[src/rtl/cfgld_pkg.sv]
package cfgld_pkg;
  localparam int unsigned DEF_M_W   = 9;
  localparam int unsigned DEF_N_W   = 2;
  localparam int unsigned DEF_T_W   = 3;
  localparam int unsigned DEF_M_MIN = 200;

  // True when a feedback value cannot reach lock.
  function automatic logic m_unlockable(input int unsigned m, input int unsigned mmin);
    return (m < mmin);
  endfunction

  // Output divide ratio selected by an N code: 1, 2, 4, 8.
  function automatic int unsigned n_ratio(input int unsigned code);
    return 32'd1 << code;
  endfunction
endpackage

[src/rtl/cfgld_sync.sv]
module cfgld_sync #(
  parameter int unsigned WIDTH  = 4,
  parameter int unsigned STAGES = 2,
  parameter logic [WIDTH-1:0] RST_VAL = '0
) (
  input  logic             clk,
  input  logic             rst_n,
  input  logic [WIDTH-1:0] async_in,
  output logic [WIDTH-1:0] sync_out
);
  logic [WIDTH-1:0] chain [STAGES];

  genvar g;
  generate
    for (g = 0; g < STAGES; g++) begin : g_stage
      always_ff @(posedge clk or negedge rst_n) begin
        if (!rst_n) chain[g] <= RST_VAL;
        else if (g == 0) chain[g] <= async_in;
        else chain[g] <= chain[(g == 0) ? 0 : g-1];
      end
    end
  endgenerate

  assign sync_out = chain[STAGES-1];
endmodule

[src/rtl/cfgld_shifter.sv]
module cfgld_shifter #(
  parameter int unsigned SH_W = 14
) (
  input  logic            clk,
  input  logic            rst_n,
  input  logic            shift_en,
  input  logic            din,
  output logic [SH_W-1:0] q
);
  always_ff @(posedge clk or negedge rst_n) begin
    if (!rst_n) q <= '0;
    else if (shift_en) q <= {q[SH_W-2:0], din};
  end


  shreg_hold_chk: assert property (@(posedge clk) disable iff (!rst_n)
    !shift_en |=> $stable(q));

  shreg_entry_chk: assert property (@(posedge clk) disable iff (!rst_n)
    shift_en |=> (q[0] == $past(din)) && (q[SH_W-1:1] == $past(q[SH_W-2:0])));
endmodule

[src/rtl/cfgld_select.sv]
module cfgld_select #(
  parameter int unsigned M_W = 9,
  parameter int unsigned N_W = 2,
  parameter int unsigned T_W = 3,
  localparam int unsigned SH_W = M_W + N_W + T_W
) (
  input  logic            clk,
  input  logic            rst_n,
  input  logic            par_mode,
  input  logic            pl_rise,
  input  logic            sl_lvl,
  input  logic            sl_rise,
  input  logic            sl_fall,
  input  logic            sc_rise,
  input  logic [M_W-1:0]  par_m,
  input  logic [N_W-1:0]  par_n,
  input  logic [SH_W-1:0] sh_q,
  input  logic            sh_din,
  output logic [M_W-1:0]  m_q,
  output logic [N_W-1:0]  n_q,
  output logic [T_W-1:0]  t_q
);
  logic [SH_W-1:0] next_word;
  logic            pass_evt;
  logic            load_evt;

  assign next_word = {sh_q[SH_W-2:0], sh_din};
  assign load_evt  = !par_mode && sl_rise;
  assign pass_evt  = !par_mode && !sl_rise && sl_lvl && sc_rise;

  always_ff @(posedge clk or negedge rst_n) begin
    if (!rst_n) begin
      m_q <= '1;
      n_q <= '1;
      t_q <= '0;
    end else if (par_mode) begin
      m_q <= par_m;
      n_q <= par_n;
      t_q <= '0;
    end else if (load_evt) begin
      m_q <= sh_q[M_W-1:0];
      n_q <= sh_q[M_W +: N_W];
      t_q <= sh_q[M_W+N_W +: T_W];
    end else if (pass_evt) begin
      m_q <= next_word[M_W-1:0];
      n_q <= next_word[M_W +: N_W];
      t_q <= next_word[M_W+N_W +: T_W];
    end
  end


  par_pass_chk: assert property (@(posedge clk) disable iff (!rst_n)
    par_mode |=> (m_q == $past(par_m)) && (n_q == $past(par_n)) && (t_q == '0));

  par_capture_chk: assert property (@(posedge clk) disable iff (!rst_n)
    (pl_rise && !sl_rise && !(sl_lvl && sc_rise)) |=> $stable(m_q) && $stable(n_q));

  ser_load_chk: assert property (@(posedge clk) disable iff (!rst_n)
    load_evt |=> (m_q == $past(sh_q[M_W-1:0])) && (t_q == $past(sh_q[SH_W-1 -: T_W])));

  strobe_fall_hold_chk: assert property (@(posedge clk) disable iff (!rst_n)
    (!par_mode && sl_fall) |=> $stable(m_q) && $stable(n_q) && $stable(t_q));

  idle_hold_chk: assert property (@(posedge clk) disable iff (!rst_n)
    (!par_mode && !sl_lvl && !sl_rise) |=> $stable(m_q) && $stable(n_q) && $stable(t_q));
endmodule

[src/rtl/divcfg_loader.sv]
module divcfg_loader
  import cfgld_pkg::*;
#(
  parameter int unsigned M_W         = DEF_M_W,
  parameter int unsigned N_W         = DEF_N_W,
  parameter int unsigned T_W         = DEF_T_W,
  parameter int unsigned M_MIN       = DEF_M_MIN,
  parameter int unsigned SYNC_STAGES = 2
) (
  input  logic           clk,
  input  logic           rst_n,
  input  logic           par_load_n,
  input  logic [M_W-1:0] par_m,
  input  logic [N_W-1:0] par_n,
  input  logic           ser_clk,
  input  logic           ser_data,
  input  logic           ser_strobe,
  output logic [M_W-1:0] m_active,
  output logic [N_W-1:0] n_active,
  output logic [T_W-1:0] t_active,
  output logic           shift_tail,
  output logic           m_low_flag
);
  localparam int unsigned SH_W = M_W + N_W + T_W;
  // bit order in sync vector: 3 = par_load_n, 2 = strobe, 1 = ser_clk, 0 = data
  localparam logic [3:0]  SYNC_RST = 4'b1000;

  logic [3:0]      sync_lvl;
  logic [3:1]      prev_lvl;
  logic            pl_lvl, sl_lvl, sc_lvl, sd_lvl;
  logic            pl_rise, sl_rise, sl_fall, sc_rise;
  logic            shift_en;
  logic [SH_W-1:0] sh_q;

  cfgld_sync #(.WIDTH(4), .STAGES(SYNC_STAGES), .RST_VAL(SYNC_RST)) u_sync (
    .clk      (clk),
    .rst_n    (rst_n),
    .async_in ({par_load_n, ser_strobe, ser_clk, ser_data}),
    .sync_out (sync_lvl)
  );

  always_ff @(posedge clk or negedge rst_n) begin
    if (!rst_n) prev_lvl <= SYNC_RST[3:1];
    else        prev_lvl <= sync_lvl[3:1];
  end

  assign pl_lvl  = sync_lvl[3];
  assign sl_lvl  = sync_lvl[2];
  assign sc_lvl  = sync_lvl[1];
  assign sd_lvl  = sync_lvl[0];
  assign pl_rise = pl_lvl & ~prev_lvl[3];
  assign sl_rise = sl_lvl & ~prev_lvl[2];
  assign sl_fall = ~sl_lvl & prev_lvl[2];
  assign sc_rise = sc_lvl & ~prev_lvl[1];
  assign shift_en = sc_rise & pl_lvl;

  cfgld_shifter #(.SH_W(SH_W)) u_shift (
    .clk      (clk),
    .rst_n    (rst_n),
    .shift_en (shift_en),
    .din      (sd_lvl),
    .q        (sh_q)
  );

  cfgld_select #(.M_W(M_W), .N_W(N_W), .T_W(T_W)) u_sel (
    .clk      (clk),
    .rst_n    (rst_n),
    .par_mode (~pl_lvl),
    .pl_rise  (pl_rise),
    .sl_lvl   (sl_lvl),
    .sl_rise  (sl_rise),
    .sl_fall  (sl_fall),
    .sc_rise  (sc_rise),
    .par_m    (par_m),
    .par_n    (par_n),
    .sh_q     (sh_q),
    .sh_din   (sd_lvl),
    .m_q      (m_active),
    .n_q      (n_active),
    .t_q      (t_active)
  );

  assign shift_tail = sh_q[SH_W-1];
  assign m_low_flag = m_unlockable(int'(m_active), M_MIN);


  pass_through_chk: assert property (@(posedge clk) disable iff (!rst_n)
    (pl_lvl && sl_lvl && !sl_rise && sc_rise) |=> (m_active[0] == $past(sd_lvl)));

  tail_link_chk: assert property (@(posedge clk) disable iff (!rst_n)
    shift_en |=> (shift_tail == $past(sh_q[SH_W-2])));
endmodule

[config.mk]
export PLATFORM = sky130hd
export DESIGN_NAME = divcfg_loader
export DESIGN_NICKNAME = d
export VERILOG_FILES = /design/src/rtl/cfgld_pkg.sv /design/src/rtl/cfgld_sync.sv /design/src/rtl/cfgld_shifter.sv /design/src/rtl/cfgld_select.sv /design/src/rtl/divcfg_loader.sv
export SDC_FILE = /design/constraint.sdc
export NUM_CORES = 1
export LEC_CHECK = 0
export BUFFER_PORTS_ARGS = -buffer_cell sky130_fd_sc_hd__clkbuf_2
export CAP_MARGIN = 15
export CORE_MARGIN = 2
export CORE_UTILIZATION = 35
export DETAILED_ROUTE_END_ITERATION = 16
export PLACE_DENSITY = 0.66
export SKIP_LAST_GASP = 1
export SLEW_MARGIN = 10
export SYNTH_ARGS = -nofsm -noshare
export SYNTH_HDL_FRONTEND = slang
export SYNTH_SLANG_ARGS = --single-unit
export TNS_END_PERCENT = 100
[constraint.sdc]
create_clock -name clk -period 1.6 [get_ports clk]
set_clock_uncertainty 0.2 [all_clocks]
set_input_delay 0.24 -clock clk [delete_from_list [all_inputs] [get_ports clk]]
set_output_delay 0.24 -clock clk [all_outputs]
set_load 0.005 [all_outputs]
# Yosys cells after proc, flatten, opt, wreduce, memory -nomap -nowiden
# Cells that the tools add are included.
# op_classes
order_cmp,1
n_eq_ne,1
mux,9
bitwise,5
reduce_logical,5
# op_table
operator,count
$mux 9,3
$lt 9x8->1 const B,1
$mux 3,3
$mux 2,3
$logic_and 1x1->1,4
$and 1x1->1,3
$ne 3x1->1 const B,1
$not 1->1,2
$logic_not 1->1,1
# totals
ff_bits,38
input_bits,17
out_inout_bits,16
elab_cells,28

# Logic depth before layout (Yosys ltp)
# Gate-level depths: netlist of the first run.
# depth
ltp_word,9
depth_mapped,5
ltp_nobuf,3

# Hierarchy
# From an unflattened synthesis of the first run, not the netlist that was laid out.
# hier_totals
cells_unflattened,126
hier_area_um2,1709.1
# by_module_without_submodules
module,n_inst,cells_per_inst,area_per_inst_um2,seq_area_each_um2
cfgld_select,1,74,835.8,364.1
cfgld_shifter,1,29,519.2,350.3
cfgld_sync,1,12,232.7,202.7
divcfg_loader,1,11,121.4,76.3

# Worst setup path before layout of the first run
# OpenSTA, ideal clock, no wires.
# synth_timing
path_kind,reg-to-reg
start,"register u_sync.chain, in the netlist u_sync.sync_out[3]"
end,register u_sel.m_q[7]
setup_ns,0.081
arrival_ns,1.212
required_time_ns,1.319
setup_slack_ns,0.106
stages_incl_launch_ff,6
n_path_buf,2
synth_period_minus_slack_ns,1.494
cell_sequence,dfstp_2 -> buf_4 -> nand2_1 -> a21o_1 -> buf_2 -> o211ai_1
# synth_via
elab_chain_cells,4
word_cells_on_any_way,7
classes_between,1 x eq/ne; 2 x mux; 4 x reduce/logical
# synth_lines
item,line,text
start: declaration,cfgld_sync.sv:11,logic [WIDTH-1:0] chain [STAGES];
start signal: indexed assignment,cfgld_sync.sv:18,else if (g == 0) chain[g] <= async_in;
start signal: indexed assignment,cfgld_sync.sv:19,else chain[g] <= chain[(g == 0) ? 0 : g-1];
$logic_and 1x1->1 (3 in series),cfgld_select.sv:29,assign pass_evt = !par_mode && !sl_rise && sl_lvl && sc_rise;
$ne 3x1->1 (no line),-,
end signal: assignment,cfgld_select.sv:37,m_q <= par_m;
end signal: assignment,cfgld_select.sv:41,m_q <= sh_q[M_W-1:0];
end signal: assignment,cfgld_select.sv:45,m_q <= next_word[M_W-1:0];
end: declaration,cfgld_select.sv:19,"output logic [M_W-1:0] m_q,"
# Several ways; a longest one is shown, not always the timed one.
# A chain may end at the register's enable or synchronous reset.

# Final worst setup path of the first run
# layout_timing
start,register u_sel.m_q[5]
end,output m_low_flag
# layout_via
elab_chain_cells,1
# layout_lines
item,line,text
$lt 9x8->1,cfgld_pkg.sv:9,return (m < mmin);
end: declaration,divcfg_loader.sv:22,output logic m_low_flag
# Every way passes these cells.

==> results.yml, run 1 <==
run_status:
  status: "finished with violations"
  violations: "setup timing"
power:
  powerDensity_nw_per_um2: 1210
  vdd_drop_max_uv: 575
  p_leak_nw: 1.11
timing:
  finalHoldViolCount: 0
  tns_ns: -0.140
  setup_slack_ns: -0.140
  fmaxAchievable_mhz: 575
  worstMarginPinSlew_ns: 0.456
  min_period_ns: 1.74
  grt_setup_unrepaired: "yes"
  min_period_over_period_pct: 109
  slew_viol_final: 0
  maxSlewHeadroom_pct: 69.6
  finalSetupViolations: 1
critical_path:
  crit_buf_inv: 1
  slowest_stage: "dfstp_2"
  critPathMaxFanout: 2
  slowest_delay_ns: 0.37
  crit_family: "flip-flops"
  cp_cell_sequence: "or3_1, a31oi_1, clkbuf_2"
  required_ns: 1.16
  reg2reg_slack_ns: 0.07
  startpoint_type: "register"
  crit_type: "reg -> out"
  crit_path_end_kind: "primary output"
  critPathArrivalTime_ns: 1.30
cells_and_area:
  area.growth.synth_to_final_pct: 26.6
  final_cells: 254
  final_util_pct: 45.7
  diodes: 0
  fin_area_um2: 2320
  layout.nets: 200
  nFillCells: 492
  drive_above_1_share_pct: 44.6
place:
  gp_congestion: 0.740
  port_buffers: 32
  place_ws_ns: 0.00200
  placed_area_um2: 2110
  dp.cells: 240
  hpwl_um: 2460
grt:
  grt_pass1_wl_um: 6450
  grt_util_met3_pct: 3.79
  grt_pass1_vias: 1347
  grt-ovfl-total: 0
  use_met1_pct: 18.2
  grt_use_met2_pct: 22.3
  grt.total_usage_pct: 13.8
  grt_busiest_layer: "met2"
  antenna_found_initial: 0
  grt_max_degree: 39
floorplanning:
  ios: 33
  die_h_um: 76.3
  num_rows: 26
  chipWidth_um: 76.3
  start_util_pct: 36.1
  core_area_um2: 5070
  die-area_um2: 5830
clock_tree:
  cts_buffers: 5
  clock_sinks: 38
  clk_pin_slew_ns: 0.07
  cts_tree: "done"
  clk_latency_ns: 0.30
  root_buffer: "clkbuf_8"
  h-tree-depth: 2
  ctsLongestPathBuffers: 2
synth:
  synth.avg_cell_area_um2: 13.1
  ys_top_cells_by_area: "dfrtp_1, dfstp_2, mux2_4"
  ys_ff_latch: 38
  ys_warn_count: 0
  post-synth-top-area-cell: "dfrtp_1"
  synthCells: 140
  synth_top_area_share_pct: 34.2
  synth.distinct_cells: 25
  synth_seq_area_share_pct: 52.8
  synthFlopType: "dfrtp_1"
  synth_edf_count: 0
  synth_area_um2: 1830
  syn_nets: 157
  async_flop_share_pct: 100
route:
  num_vias: 1276
  wl_per_cell_um: 14.2
  routed_wl_um: 3620
  initialDrtViolationCount: 85
  vias_per_cell: 5.02
  ant_nets: 0
  drcViolationCount: 0
  drtPass1Iterations: 4
run:
  maxCapViolCount: 0
min_path:
  hold_class: "in -> reg"
## cells in the mapped netlist (2+ instances only)
library cell,n
dfrtp_1,25
mux2i_1,14
dfstp_2,13
a31oi_1,12
nand4_1,11
nor2b_1,11
mux2_4,10
o211ai_2,7
a21oi_1,4
mux2_1,4
o211ai_1,4
buf_2,3
clkbuf_1,3
nand2b_1,3
o221ai_1,3
buf_4,2
buf_6,2
or2b_1,2
## cells in the final DEF (no fill, tap or decap), drive strengths merged
| cell | n |
|---|---|
| or2b | 2 |
| bufinv | 2 |
| mux2i | 14 |
| dlygate4sd3 | 5 |
| dfrtp | 25 |
| o211ai | 11 |
| inv | 1 |
| a31oi | 12 |
| a21oi | 4 |
| nand4 | 11 |
| dfstp | 13 |
| mux2 | 14 |
| nor2b | 11 |
| o221ai | 3 |
| nand2b | 3 |
| nand2 | 2 |
| clkbuf | 38 |
| and2b | 1 |
| buf | 10 |
| or3 | 1 |
| a21o | 1 |
## where the power goes
part           leakage (nW)  internal, mW  switching, mW  total [mW]
clock                0.0714         0.665          0.350        1.02
combinational         0.582         0.289          0.204       0.493
sequential            0.453          1.15          0.146        1.29
total                  1.11          2.10          0.701        2.80
## through the flow
step | hold WS (ns) | power (mW)
3_5_place_dp | 0.0318 | 1.79
2_1_floorplan | -0.256 | 1.61
6_report | 0.0666 | 2.80
5_1_grt | 0.0933 | 2.94
3_3_place_gp | 0.0249 | 1.78
4_1_cts | 0.0631 | 2.82
## flip-flops by register name, indices dropped and copies added, names as in the netlist
| signal | flops |
|---|---|
| u_shift.q | 14 |
| u_sel.m_q | 9 |
| u_sync.chain | 4 |
| u_sync.sync_out | 4 |
| u_sel.t_q | 3 |
| prev_lvl | 2 |
| u_sel.n_q | 2 |
## path summary, 6_finish.rpt
check	start	endpoint	cells past startpoint
max reg2reg	prev_lvl[1]	u_shift.q[10]	4
min	par_m[0]	u_sel.m_q[0]	4
min in group asynchronous	rst_n	u_shift.q[7]	3
min reg2reg	u_sync.chain[4]	u_sync.sync_out[0]	0
max in group asynchronous	rst_n	u_sync.sync_out[3]	3
max	u_sel.m_q[5]	m_low_flag	3
## layer usage
metal,routed length (µm),part of all wire [%]
met1,1630,45
met2,1740,48
met3,200,5.5
met4,45,1.2
met5,0,0
## area by class of cell
cell class	instances	area, µm²	area share (%)
Timing Repair Buffer	47	335	14.5
Multi-Input combinational cell	90	783	33.8
Clock buffer	6	82.6	3.56
Clock inverter	2	60.1	2.59
Tap cell	70	87.6	3.78
Sequential cell	38	967	41.7
Inverter	1	3.75	0.162
## repair_timing
| action | in CTS | in global routing |
|---|---|---|
| pin swaps | 1 | 0 |
| endpoints found under the setup margin | 2 | 7 |
| hold buffers | 5 | 0 |
| setup buffers | 1 | 0 |
| hold endpoints to repair | 42 | 0 |
| resized for setup | 1 | 1 |
## cells by family (layout without fill, tap and decap cells)
group	count (synthesis)	count (layout)	share of synthesized area, %
AO/OA/AOI/OAI	31	31	13.5
buffers and inverters	12	56	4.78
flip-flops	38	38	52.8
multiplexers	28	28	18.3
AND/OR/NAND/NOR	31	31	10.7
## worst register-to-register path, cell delays in order, from the launching register on
cell and delay (ns):
dfrtp_1 0.37, and2b_1 0.29, nand2_4 0.11, buf_4 0.17
mux2_4 0.29
Note: power is estimated with default switching activity, not from simulation.
==> run 2: changes to the inputs <==
RECOVER_POWER = 25   (was default)
==> results.yml, run 2 (synthesis results as in run 1) <==
run_status:
  status: "finished with violations"
  violations: "setup timing"
route:
  num_vias: 1274
  wl_per_cell_um: 14.3
  vias_per_cell: 5.02
  ant_nets: 0
  initialDrtViolationCount: 79
  routed_wl_um: 3620
  drtPass1Iterations: 4
  drcViolationCount: 0
floorplanning:
  chipWidth_um: 76.3
  core_area_um2: 5070
  die_h_um: 76.3
  ios: 33
  num_rows: 26
  die-area_um2: 5830
  start_util_pct: 36.1
place:
  hpwl_um: 2460
  placed_area_um2: 2110
  port_buffers: 32
  gp_congestion: 0.740
  dp.cells: 240
  place_ws_ns: 0.00200
timing:
  min_period_over_period_pct: 109
  finalHoldViolCount: 0
  slew_viol_final: 0
  grt_setup_unrepaired: "yes"
  min_period_ns: 1.74
  fmaxAchievable_mhz: 575
  finalSetupViolations: 1
  maxSlewHeadroom_pct: 45.8
  setup_slack_ns: -0.140
  worstMarginPinSlew_ns: 0.813
cells_and_area:
  area.growth.synth_to_final_pct: 25.8
  top_register: "u_shift.q"
  final_common_cell: "clkbuf_2"
  layout.nets: 200
  fin_area_um2: 2300
  reg.largest.list: "u_shift.q (14), u_sel.m_q (9)"
  final_util_pct: 45.4
  final_cells: 254
  diodes: 0
  drive_above_1_share_pct: 44.6
  final_cell_mix: "clkbuf_2, dfrtp_1, mux2i_1"
  largest_reg_flops: 14
grt:
  grt-ovfl-total: 0
  grt.total_usage_pct: 13.8
  grt_pass1_vias: 1347
  grt_max_degree: 39
  antenna_found_initial: 0
  grt_pass1_wl_um: 6450
clock_tree:
  ctsLongestPathBuffers: 2
  root_buffer: "clkbuf_8"
  clock_sinks: 38
  cts_buffers: 5
  cts_tree: "done"
  h-tree-depth: 2
  clk_pin_slew_ns: 0.07
  clk_latency_ns: 0.30
critical_path:
  timing.rr.end: "u_shift.q[10]"
  cp_cell_sequence: "or3_1, a31oi_1, clkbuf_2"
  critPathMaxFanout: 2
  slowest_stage: "dfstp_2"
  crit_path_end_kind: "primary output"
  required_ns: 1.16
  critPathArrivalTime_ns: 1.30
  startpoint_type: "register"
  slowest_delay_ns: 0.37
  crit_type: "reg -> out"
  reg2reg_slack_ns: 0.06
  r2r-start: "prev_lvl[1]"
  reg2regPathDepth: 4
power:
  powerDensity_nw_per_um2: 1220
  vdd_drop_max_uv: 565
  p_total_mw: 2.80
  p_leak_nw: 1.10
min_path:
  hp-start: "par_m[0]"
  hold_depth: 4
  hold_end: "u_sel.m_q[0]"
  hold_class: "in -> reg"
run:
  maxCapViolCount: 0
==> run 2: cell counts in the layout (fill, tap and decap cells not counted) <==
No cell type changed its count.
==> run 2: critical path, delay by kind of cell (launching register included) <==
kind            cells  cell delay, ns
compound gates      1            0.14
flops               1            0.37
buf+inv             1            0.13
simple gates        1            0.36
==> run 2: cell type report <==
class / instances / area [µm²]
Fill cell: 494 / 2770
Clock buffer: 6 / 82.6
Timing Repair Buffer: 47 / 320
Tap cell: 70 / 87.6
Clock inverter: 2 / 60.1
Sequential cell: 38 / 967
Multi-Input combinational cell: 90 / 783
Inverter: 1 / 3.75
==> run 2: metrics by stage <==
| step | setup TNS [ns] | hold WS (ns) |
|---|---|---|
| floorplan | 0 | -0.256 |
| global placement | 0 | 0.0249 |
| detailed placement | 0 | 0.0318 |
| CTS | -0.157 | 0.0631 |
| global route | -0.239 | 0.0933 |
| finish | -0.140 | 0.0664 |
==> run 2: timing repair <==
action,CTS,global route
pin swaps,1,0
resized for setup,1,1
hold buffers,5,0
endpoints found under the setup margin,2,7
endpoints found under the hold margin,42,0
buffers inserted,1,0
==> run 2: worst max-delay path by stage <==
stage                               to  cells after the start                from  slack [ns]
after CTS                   m_low_flag                      3        u_sel.m_q[5]       -0.16
after floorplan           u_sel.m_q[7]                      5  u_sync.sync_out[3]        0.11
after detailed placement  u_sel.m_q[5]                      3  u_sync.sync_out[3]       0.002
final                       m_low_flag                      3        u_sel.m_q[5]       -0.14
after global placement    u_shift.q[2]                      4         prev_lvl[1]        0.08
after global routing        m_low_flag                      3        u_sel.m_q[5]       -0.23
==> run 2: power by group <==
group	internal, mW	switching, mW	total [mW]	leakage (nW)
Clock	0.665	0.355	1.02	0.0714
Sequential	1.15	0.147	1.29	0.453
Combinational	0.285	0.203	0.488	0.577
Total	2.10	0.704	2.80	1.10
==> run 2: layer usage <==
| metal | GRT usage [%] | part of all wire, % |
|---|---|---|
| met1 | 18.2 | 46 |
| met2 | 22.3 | 48 |
| met3 | 3.79 | 4.7 |
| met4 | 4.36 | 1.3 |
| met5 | 0 | 0 |
